[config.mk]
export PLATFORM = sky130hd
export DESIGN_NAME = pulse_truncator
export DESIGN_NICKNAME = d
export VERILOG_FILES = /design/src/rtl/pulse_truncator.sv
export SDC_FILE = /design/constraint.sdc
export NUM_CORES = 1
export LEC_CHECK = 0
export BUFFER_PORTS_ARGS = -buffer_cell sky130_fd_sc_hd__buf_2
export CAP_MARGIN = 25
export CORE_MARGIN = 5
export CORE_UTILIZATION = 63
export CTS_BUF_LIST = sky130_fd_sc_hd__clkbuf_4 sky130_fd_sc_hd__clkbuf_8
export CTS_CLUSTER_SIZE = 30
export DETAILED_ROUTE_END_ITERATION = 8
export PLACE_DENSITY = 0.86
export SYNTH_ARGS = -nofsm -noshare
export SYNTH_HDL_FRONTEND = slang
export SYNTH_SLANG_ARGS = --single-unit
[constraint.sdc]
create_clock -name clk -period 4.79 [get_ports clk]
set_clock_uncertainty 0.1 [all_clocks]
set_input_delay 0.479 -clock clk [delete_from_list [all_inputs] [get_ports clk]]
set_output_delay 0.479 -clock clk [all_outputs]
set_load 0.1 [all_outputs]
[src/rtl/pulse_truncator.sv]
module pulse_truncator #(
  parameter int WIDTH_W     = 8,
  parameter int SYNC_STAGES = 2
) (
  input  logic               clk,
  input  logic               rst_n,
  input  logic               sig_in,
  input  logic [WIDTH_W-1:0] max_width,
  output logic               sig_out
);

  typedef enum logic [1:0] {G_OPEN, G_TIMING, G_SHUT} gate_t;

  logic [SYNC_STAGES-1:0] sync_q;
  logic                   lvl, lvl_q, rise, zero_w, short_w, gate;
  gate_t                  st;
  logic [WIDTH_W-1:0]     left;

  always_ff @(posedge clk or negedge rst_n)
    if (!rst_n) sync_q[0] <= 1'b0;
    else        sync_q[0] <= sig_in;

  for (genvar i = 1; i < SYNC_STAGES; i++) begin : g_sync
    always_ff @(posedge clk or negedge rst_n)
      if (!rst_n) sync_q[i] <= 1'b0;
      else        sync_q[i] <= sync_q[i-1];
  end

  assign lvl     = sync_q[SYNC_STAGES-1];
  assign rise    = lvl & ~lvl_q;
  assign zero_w  = (max_width == '0);
  assign short_w = zero_w | (max_width == WIDTH_W'(1));
  assign gate    = (st == G_TIMING) | ((st == G_OPEN) & ~(rise & zero_w));
  assign sig_out = lvl & gate;

  always_ff @(posedge clk or negedge rst_n)
    if (!rst_n) lvl_q <= 1'b0;
    else        lvl_q <= lvl;

  always_ff @(posedge clk or negedge rst_n) begin
    if (!rst_n) begin
      st   <= G_OPEN;
      left <= '0;
    end else begin
      case (st)
        G_OPEN:
          if (rise) begin
            left <= max_width - WIDTH_W'(1);
            st   <= short_w ? G_SHUT : G_TIMING;
          end
        G_TIMING:
          if (!lvl)                        st   <= G_OPEN;
          else if (left == WIDTH_W'(1))    st   <= G_SHUT;
          else                             left <= left - WIDTH_W'(1);
        G_SHUT:
          if (!lvl) st <= G_OPEN;
        default: st <= G_OPEN;
      endcase
    end
  end

endmodule

==> impl_metrics.py, run 1 <==
metrics = {
    "grt": {
        "grt_max_degree": 14,
        "grt-ovfl-total": 0,
        "grt_first_pass_wirelength_um": 3260,
        "globalRouteTotalUtil": 0.204,
        "antenna_found_initial": 0,
        "first_global_vias": 776,
    },
    "clock_network": {
        "cts.htree.levels": 1,
        "cts_buffer_depth": 2,
        "clockRootBuffer": "clkbuf_4",
        "cts_tree": "built",
        "clk_pin_slew_ps": 80,
        "cts_made_buffers": 3,
        "post-cts-setup-buffers": 0,
        "clkLatencyLatePin_ps": 280,
        "cts.sinks": 13,
    },
    "min_path": {
        "hold-path-cell-count": 1,
        "min_path_type": "in -> reg",
        "min_to": "sync_q[0]",
        "min_from": "sig_in",
    },
    "logic_synthesis": {
        "synth_edf_count": 0,
        "async_flop_share": 1.00,
        "yosys_warnings": 0,
        "yosys.area.top_type": "dfrtp_1",
        "yosysSeqAreaShare": 0.357,
        "synth_ff_type": "dfrtp_1",
        "syn_avg_cell_area_um2": 8.59,
        "syn_inst": 106,
        "synth_nets": 121,
        "yosys-top-cells-area": "dfrtp_1 (36%), nor2_1 (7.0%), o31ai_1 (5.8%)",
        "synthDistinctLibCells": 32,
        "synth_top_area_share": 0.357,
        "synth.top_cells.by_count": "nor2_1 (17), dfrtp_1 (13), nor3_1 (10)",
        "syn_area_um2": 911,
        "synth-seq-cells": 13,
        "yosysMostFrequentCell": "nor2_1",
    },
    "setup_path": {
        "cp.required_ps": 4210,
        "start_kind": "input port",
        "path_class": "in -> out",
        "crit_fanout": 6,
        "r2r_slack_ps": 2590,
        "cp.arrival_ps": 1800,
        "reg2reg_depth": 4,
        "cp-end-kind": "output port",
        "r2r-start": "left[4]",
        "timing.rr.end": "left[2]",
    },
    "pwr": {
        "powerDensity_nw_per_um2": 358,
        "vdd_drop_max_v": 0.000290,
        "leakagePower_uw": 0.000439,
    },
    "cells_and_area": {
        "fin_util": 0.754,
        "antennaDiodeCount": 0,
        "fin_nets": 134,
        "area_delta_synth_final_pct": 10.4,
        "drive_gt1_frac": 0.169,
    },
    "place": {
        "io_buffer_count": 11,
        "gp_congestion": 0.893,
        "dp_hpwl_um": 1480,
    },
    "drt": {
        "final_antenna_net_count": 0,
        "vias_per_cell": 6.44,
        "vias": 857,
        "dr.pass1.iters": 4,
        "drt_wl_total_um": 1930,
        "drc": 0,
        "drtIter0Drc": 30,
        "wl_per_cell_um": 14.5,
    },
    "floorplanning": {
        "boundaryPins": 12,
        "die-height_um": 48.0,
        "die_area_um2": 2310,
        "start_util": 0.683,
        "rows": 13,
        "die_x_um": 48.0,
        "coreArea_um2": 1330,
    },
    "flow_run": {
        "max-cap-violations": 0,
    },
    "timing": {
        "finalSetupViolations": 0,
        "slew_headroom": 0.513,
        "rsz0062_at_grt": "false",
        "period_share": 0.497,
        "final_hold_viol_count": 0,
        "fmax_mhz": 420,
        "slew_violations": 0,
        "fin_crit_ps": 2380,
        "tns_ps": 0,
        "worst_pin_slew_ps": 729,
    },
    "status": {
        "status": "completed",
    },
}
## repair_timing
item | in CTS | in global routing
gates resized for setup | 0 | 0
setup endpoints to repair | 0 | 0
hold endpoints to repair | 13 | 0
hold buffers | 1 | 0
## layout make-up
cell class | count | area, um2
tap | 15 | 18.8
fill | 101 | 328
timing repair buffer | 12 | 65.1
sequential | 13 | 325
clock inverter | 1 | 5.00
clock buffer | 3 | 22.5
multi-input combinational | 82 | 543
inverter | 7 | 26.3
## placed cells by master, fill, tap and decap left out, types with 2 or more instances in the layout
cell / synthesis / layout
clkbuf_4: 0 / 3
xor2_1: 2 / 2
nor4_1: 2 / 2
nand2b_1: 4 / 4
buf_2: 1 / 11
nand3_1: 2 / 2
dfrtp_1: 13 / 13
nor3_1: 10 / 10
or3_1: 2 / 2
o21ai_0: 4 / 4
nor3b_1: 2 / 2
o21a_1: 2 / 2
ha_1: 4 / 4
nor2_1: 17 / 17
or4_4: 2 / 2
a21oi_1: 5 / 5
a2bb2oi_1: 3 / 3
inv_1: 7 / 7
a31oi_1: 2 / 2
o31ai_1: 7 / 7
## where the power goes
part / leakage (uW) / total (uW) / internal [uW] / switching (uW)
Combinational: 0.000266 / 125 / 50.8 / 73.7
Clock: 0.0000177 / 68.3 / 31.0 / 37.2
Sequential: 0.000155 / 167 / 135 / 32.4
## metal layers
metal | GRT usage | wire length [um] | up-vias
met2 | 0.346 | 958 | 30
li1 | - | - | 416
met4 | 0.102 | 43 | 0
met5 | 0 | 0 | -
met1 | 0.253 | 827 | 405
met3 | 0.0226 | 100 | 6
## cell families (layout without fill, tap and decap cells)
family          count (synthesis)  in the layout  synth area share
compound gates                 29             29             0.240
xor+xnor                        3              3            0.0289
fa+ha+maj                       4              4            0.0549
buf+inv                        11             23            0.0467
flops                          13             13             0.357
simple gates                   46             46             0.272
## critical path, cell delays in order
cell,delay (ps)
buf_2,120
or4_1,620
nor3_1,170
a31oi_1,90
buf_2,310
## how the worst max path moves through the flow
stage | to | start | slack [ps] | cells after the start
2_1_floorplan | sig_out | max_width[5] | 1810 | 4
3_3_place_gp | sig_out | max_width[4] | 2430 | 5
3_5_place_dp | sig_out | max_width[4] | 2410 | 5
4_1_cts | sig_out | max_width[4] | 2410 | 5
5_1_grt | sig_out | max_width[4] | 2350 | 5
6_report | sig_out | max_width[4] | 2410 | 5
## sequential cells by signal, summed over array words and instances, names as in the netlist
register and count:
lvl_q 1, sync_q 1, lvl 1, st 2
left 8
## per-stage QoR
step	setup slack, ps	cells	hold slack (ps)	power [uW]	instance area (um2)
CTS	2410	133	200	361	1010
floorplan	1810	106	83.4	257	911
finish	2410	133	203	360	1010
detailed placement	2410	128	236	290	968
global placement	2430	128	234	286	968
global route	2350	133	201	388	1010
(Power assumes the default switching activity.)
==> inputs of run 2 (changes only) <==
ABC_AREA = 1   (was not set)
CORE_UTILIZATION = 53   (was 63)
PLACE_DENSITY = 0.77   (was 0.86)
clock period = 1.95 ns   (was 4.79 ns; I/O delays follow)
==> impl_metrics.py, run 2 <==
metrics = {
    "timing": {
        "final_hold_viol_count": 0,
        "fin_crit_ps": 1860,
        "slew_headroom": 0.796,
        "slew_violations": 0,
        "finalSetupViolations": 0,
        "period_share": 0.953,
        "worst_pin_slew_ps": 306,
        "fmax_mhz": 538,
    },
    "clock_network": {
        "cts_made_buffers": 3,
        "cts.htree.levels": 1,
        "cts.sinks": 13,
        "cts_buffer_depth": 2,
        "cts_tree": "built",
        "clockRootBuffer": "clkbuf_4",
        "clk_pin_slew_ps": 90,
        "clkLatencyLatePin_ps": 280,
    },
    "setup_path": {
        "r2r-start": "left[1]",
        "path_class": "reg -> out",
        "start_kind": "flop",
        "cp-end-kind": "output port",
        "cp.required_ps": 1650,
        "cp.arrival_ps": 1560,
        "crit_fanout": 4,
        "r2r_slack_ps": 440,
        "timing.rr.end": "left[1]",
        "reg2reg_depth": 7,
    },
    "logic_synthesis": {
        "yosysSeqAreaShare": 0.330,
        "synth-seq-cells": 13,
        "synthDistinctLibCells": 24,
        "synth_edf_count": 0,
        "synth_ff_type": "dfrtp_1",
        "yosysMostFrequentCell": "nand2_1",
        "async_flop_share": 1.00,
        "syn_avg_cell_area_um2": 6.85,
        "syn_area_um2": 986,
        "synth.top_cells.by_count": "nand2_1 (40), nor2_1 (19), inv_1 (17)",
        "yosys.area.top_type": "dfrtp_1",
        "yosys-top-cells-area": "dfrtp_1 (33%), nand2_1 (15%), nand3_1 (7.6%)",
        "synth_nets": 159,
        "yosys_warnings": 0,
        "synth_top_area_share": 0.330,
        "syn_inst": 144,
    },
    "place": {
        "dp.cells": 179,
        "placed_area_um2": 1070,
        "dp_hpwl_um": 1620,
        "gp_congestion": 0.873,
        "io_buffer_count": 11,
    },
    "drt": {
        "drt_wl_total_um": 2160,
        "drtIter0Drc": 31,
        "dr.pass1.iters": 4,
        "final_antenna_net_count": 0,
        "vias": 921,
        "vias_per_cell": 4.98,
        "drc": 0,
        "wl_per_cell_um": 11.7,
    },
    "cells_and_area": {
        "final_cell_mix": "nand2_1 (40), nor2_1 (18), inv_1 (17), nand3_1 (15), dfrtp_1 (13)",
        "final_common_cell": "nand2_1",
        "area_delta_synth_final_pct": 14.6,
        "antennaDiodeCount": 0,
        "fillers": 168,
        "multiInputGateArea_um2": 587,
        "drive_gt1_frac": 0.200,
        "final_area_um2": 1130,
        "fin_cells": 185,
        "regArea_um2": 325,
        "fin_nets": 176,
        "top_regs": "left: 8 flops, st: 2 flops",
        "largest_reg_flops": 8,
        "top_register": "left",
    },
    "min_path": {
        "min_from": "max_width[0]",
        "min_to": "left[0]",
        "hold-path-cell-count": 4,
        "min_path_type": "in -> reg",
    },
    "floorplanning": {
        "start_util": 0.565,
        "boundaryPins": 12,
        "die-height_um": 53.1,
        "rows": 15,
        "die_x_um": 53.1,
        "die_area_um2": 2820,
        "coreArea_um2": 1750,
    },
    "grt": {
        "first_global_vias": 899,
        "grt-ovfl-total": 0,
        "antenna_found_initial": 0,
        "grt_max_degree": 14,
        "grt_first_pass_wirelength_um": 3680,
        "globalRouteTotalUtil": 0.180,
    },
    "status": {
        "status": "completed",
    },
    "flow_run": {
        "max-cap-violations": 0,
    },
    "pwr": {
        "finalPower_uw": 1280,
        "powerDensity_nw_per_um2": 1130,
        "vdd_drop_max_v": 0.000654,
        "leakagePower_uw": 0.000561,
    },
}
run 2: cell types whose count changed after synthesis, moves of 3 or more:
cell / previous run / this run
nand2_1: 0 / 40
nand3_1: 2 / 15
inv_1: 7 / 17
nor3_1: 10 / 3
o31ai_1: 7 / 0
o21ai_0: 4 / 9
a21oi_1: 5 / 1
nand2b_1: 4 / 0
a2bb2oi_1: 3 / 0
clkbuf_1: 3 / 0
nand3_2: 0 / 3
run 2: area by class of cell:
cell class              instances  share of cell area
multi-input cells             110               0.519
flip-flops and latches         13               0.288
repair buffers                 14              0.0753
inverters                      19              0.0631
well taps                      25              0.0277
clock buffers                   4              0.0266
run 2: metrics by stage:
| step | worst slack, ps | utilization | TNS [ps] | hold WS, ps |
|---|---|---|---|---|
| after floorplan | 192 | - | 0 | -201 |
| after global placement | 223 | 0.616 | 0 | 2.55 |
| after detailed placement | 183 | 0.616 | 0 | 5.74 |
| after CTS | 13.5 | 0.644 | 0 | 142 |
| after global routing | -16.7 | 0.647 | -16.7 | 172 |
| final | 91.0 | 0.647 | 0 | 138 |
run 2: timing repair:
item,in CTS,in global routing
endpoints found under the setup margin,0,1
hold buffers,2,0
endpoints found under the hold margin,14,0
resized for setup,0,3
buffers inserted,0,0
run 2: worst max-delay path by stage:
| stage | startpoint | to | cells after the start |
|---|---|---|---|
| final | lvl | sig_out | 6 |
| after global routing | lvl | sig_out | 6 |
| after CTS | lvl | sig_out | 6 |
| after detailed placement | max_width[0] | sig_out | 9 |
| after global placement | max_width[0] | sig_out | 9 |
| after floorplan | max_width[0] | sig_out | 7 |
run 2: worst max-delay path, stage by stage, from the launching register on:
cell	delay (ps)
dfrtp_1	430
inv_1	120
nor2_2	170
nand3_1	100
nor2_1	180
nor3_4	40
buf_4	240
run 2: cell families after synthesis:
kind of cell,Yosys count,synth area share
buffers and inverters,21,0.0888
adder cells (fa/ha/maj),4,0.0508
AND/OR/NAND/NOR,89,0.415
XOR/XNOR,2,0.0178
AO/OA/AOI/OAI,15,0.0977
flip-flops,13,0.330
run 2: per-layer routing:
metal | GRT usage | up-vias | wire, um
li1 | - | 485 | -
met1 | 0.233 | 404 | 1060
met2 | 0.277 | 26 | 976
met3 | 0.0254 | 6 | 83
met4 | 0.119 | 0 | 45
met5 | 0 | - | 0
run 2: report_power, final:
group	switching [uW]	internal, uW	total, uW
clock network	96.6	93.3	190
logic	392	236	629
registers	101	360	461
total	590	689	1280
==> inputs of run 3 (changes only) <==
--- a/config.mk
+++ b/config.mk
@@ -6,5 +6,4 @@
 export NUM_CORES = 1
 export LEC_CHECK = 0
-export ABC_AREA = 1
 export BUFFER_PORTS_ARGS = -buffer_cell sky130_fd_sc_hd__buf_2
 export CAP_MARGIN = 25
==> constraint.sdc (replaced) <==
create_clock -name clk -period 1.95 [get_ports clk]
set_clock_uncertainty 0.1 [all_clocks]
set_input_delay 0.0975 -clock clk [delete_from_list [all_inputs] [get_ports clk]]
set_output_delay 0.0975 -clock clk [all_outputs]
set_load 0.1 [all_outputs]
==> impl_metrics.py, run 3 (synthesis gave the netlist of run 1 again) <==
metrics = {
    "status": {
        "status": "completed",
    },
    "timing": {
        "rsz0062_at_grt": "false",
        "slew_headroom": 0.659,
        "fmax_mhz": 543,
        "tns_ps": 0,
        "setup_ws_ps": 108,
        "slew_violations": 0,
        "period_share": 0.945,
        "worst_pin_slew_ps": 507,
        "finalSetupViolations": 0,
        "final_hold_viol_count": 0,
        "fin_crit_ps": 1840,
    },
    "clock_network": {
        "cts.sinks": 13,
        "cts_buffer_depth": 2,
        "cts_made_buffers": 3,
        "clockRootBuffer": "clkbuf_4",
        "post-cts-setup-buffers": 0,
        "cts.htree.levels": 1,
        "cts_tree": "built",
        "clk_pin_slew_ps": 90,
        "clkLatencyLatePin_ps": 290,
    },
    "place": {
        "pre_cts_slack_ps": 44.0,
        "io_buffer_count": 11,
        "dp_hpwl_um": 1630,
        "gp_congestion": 0.878,
        "placed_area_um2": 1040,
    },
    "setup_path": {
        "r2r-start": "left[4]",
        "path_buf_inv": 1,
        "r2r_slack_ps": 110,
        "reg2reg_depth": 5,
        "timing.rr.end": "left[2]",
        "cp-end-kind": "flop",
        "path_class": "reg -> reg",
        "path_cells": "or4_4 -> o41ai_4 -> buf_4 -> or2_4 -> o32ai_1",
        "cp.arrival_ps": 1920,
        "cp.required_ps": 2020,
        "crit_fanout": 10,
        "max_stage_delay_ps": 560,
        "critPathTopFamily": "simple AND/OR/NAND/NOR gates",
        "cp_slowest_cell": "or4_4",
        "start_kind": "flop",
    },
    "cells_and_area": {
        "area_delta_synth_final_pct": 19.5,
        "multiInputGateArea_um2": 553,
        "drive_gt1_frac": 0.228,
        "final_cell_mix": "nor2_1 (17), dfrtp_1 (13), buf_2 (11), nor3_1 (10), buf_4 (8)",
        "fillers": 137,
        "antennaDiodeCount": 0,
        "final_area_um2": 1090,
        "regArea_um2": 325,
        "final_common_cell": "nor2_1",
        "top_register": "left",
        "largest_reg_flops": 8,
        "fin_nets": 143,
        "top_regs": "left: 8 flops, st: 2 flops",
    },
    "drt": {
        "vias": 860,
        "drtIter0Drc": 20,
        "drt_wl_total_um": 2150,
        "wl_per_cell_um": 15.0,
        "drc": 0,
        "final_antenna_net_count": 0,
        "dr.pass1.iters": 4,
        "vias_per_cell": 5.97,
    },
    "min_path": {
        "min_path_type": "in -> reg",
        "min_to": "left[0]",
        "hold-path-cell-count": 4,
        "min_from": "max_width[0]",
    },
    "grt": {
        "grt_first_pass_wirelength_um": 3740,
        "grt-ovfl-total": 0,
        "grt_max_degree": 14,
        "first_global_vias": 792,
        "globalRouteTotalUtil": 0.192,
        "antenna_found_initial": 0,
    },
    "pwr": {
        "vdd_drop_max_v": 0.000480,
        "leakagePower_uw": 0.000482,
        "powerDensity_nw_per_um2": 874,
    },
    "flow_run": {
        "max-cap-violations": 0,
    },
    "floorplanning": {
        "boundaryPins": 12,
        "die_x_um": 51.5,
        "coreArea_um2": 1670,
        "rows": 15,
        "start_util": 0.545,
        "die_area_um2": 2650,
        "die-height_um": 51.5,
    },
}
-- run 3: report_power, final --
| group | internal (uW) | leakage [uW] | switching, uW | total [uW] |
|---|---|---|---|---|
| combinational | 169 | 0.000309 | 213 | 381 |
| sequential | 331 | 0.000155 | 59.0 | 390 |
| clock | 76.4 | 0.0000177 | 103 | 179 |
| total | 577 | 0.000482 | 374 | 951 |
-- run 3: per-stage QoR --
stage	power [uW]	hold slack (ps)	utilization	std cells
finish	951	102	0.652	144
CTS	955	99.0	0.649	144
global placement	756	-106	0.621	138
global route	1030	131	0.652	144
floorplan	634	-298	-	106
detailed placement	769	-98.0	0.621	138
-- run 3: worst max-delay path by stage --
stage	start	to	slack [ps]	cells after the start
floorplan	st[1]	sig_out	20	3
global route	left[4]	left[2]	20	5
finish	left[4]	left[2]	110	5
detailed placement	left[4]	st[1]	40	4
global placement	left[4]	st[1]	90	4
CTS	left[4]	st[1]	20	4
-- run 3: final cells by class --
type,instances,share of cell area
clock buffer,3,0.0207
clock inverter,1,0.00460
inverter,7,0.0241
multi-input combinational,82,0.508
sequential,13,0.299
tap,17,0.0195
timing repair buffer,21,0.124
-- run 3: layer usage --
layer  share of wire  global-route usage  up-vias
li1                -                   -      433
met1            0.45               0.266      403
met2            0.49               0.299       21
met3           0.047              0.0350        3
met4           0.011              0.0655        0
met5               0                   0        -
-- run 3: worst register-to-register path: cells and delay by family, from the launching register on --
family                 cells  cell delay, ps
buffers and inverters      1             220
and+or+nand+nor            2             730
AOI/OAI and AO/OA          2             300
DFF                        1             390
-- run 3: timing repair --
item                       in CTS  in global routing
hold buffers                    2                  0
resized for setup               0                  2
hold endpoints to repair       14                  0
setup endpoints to repair       0                  1
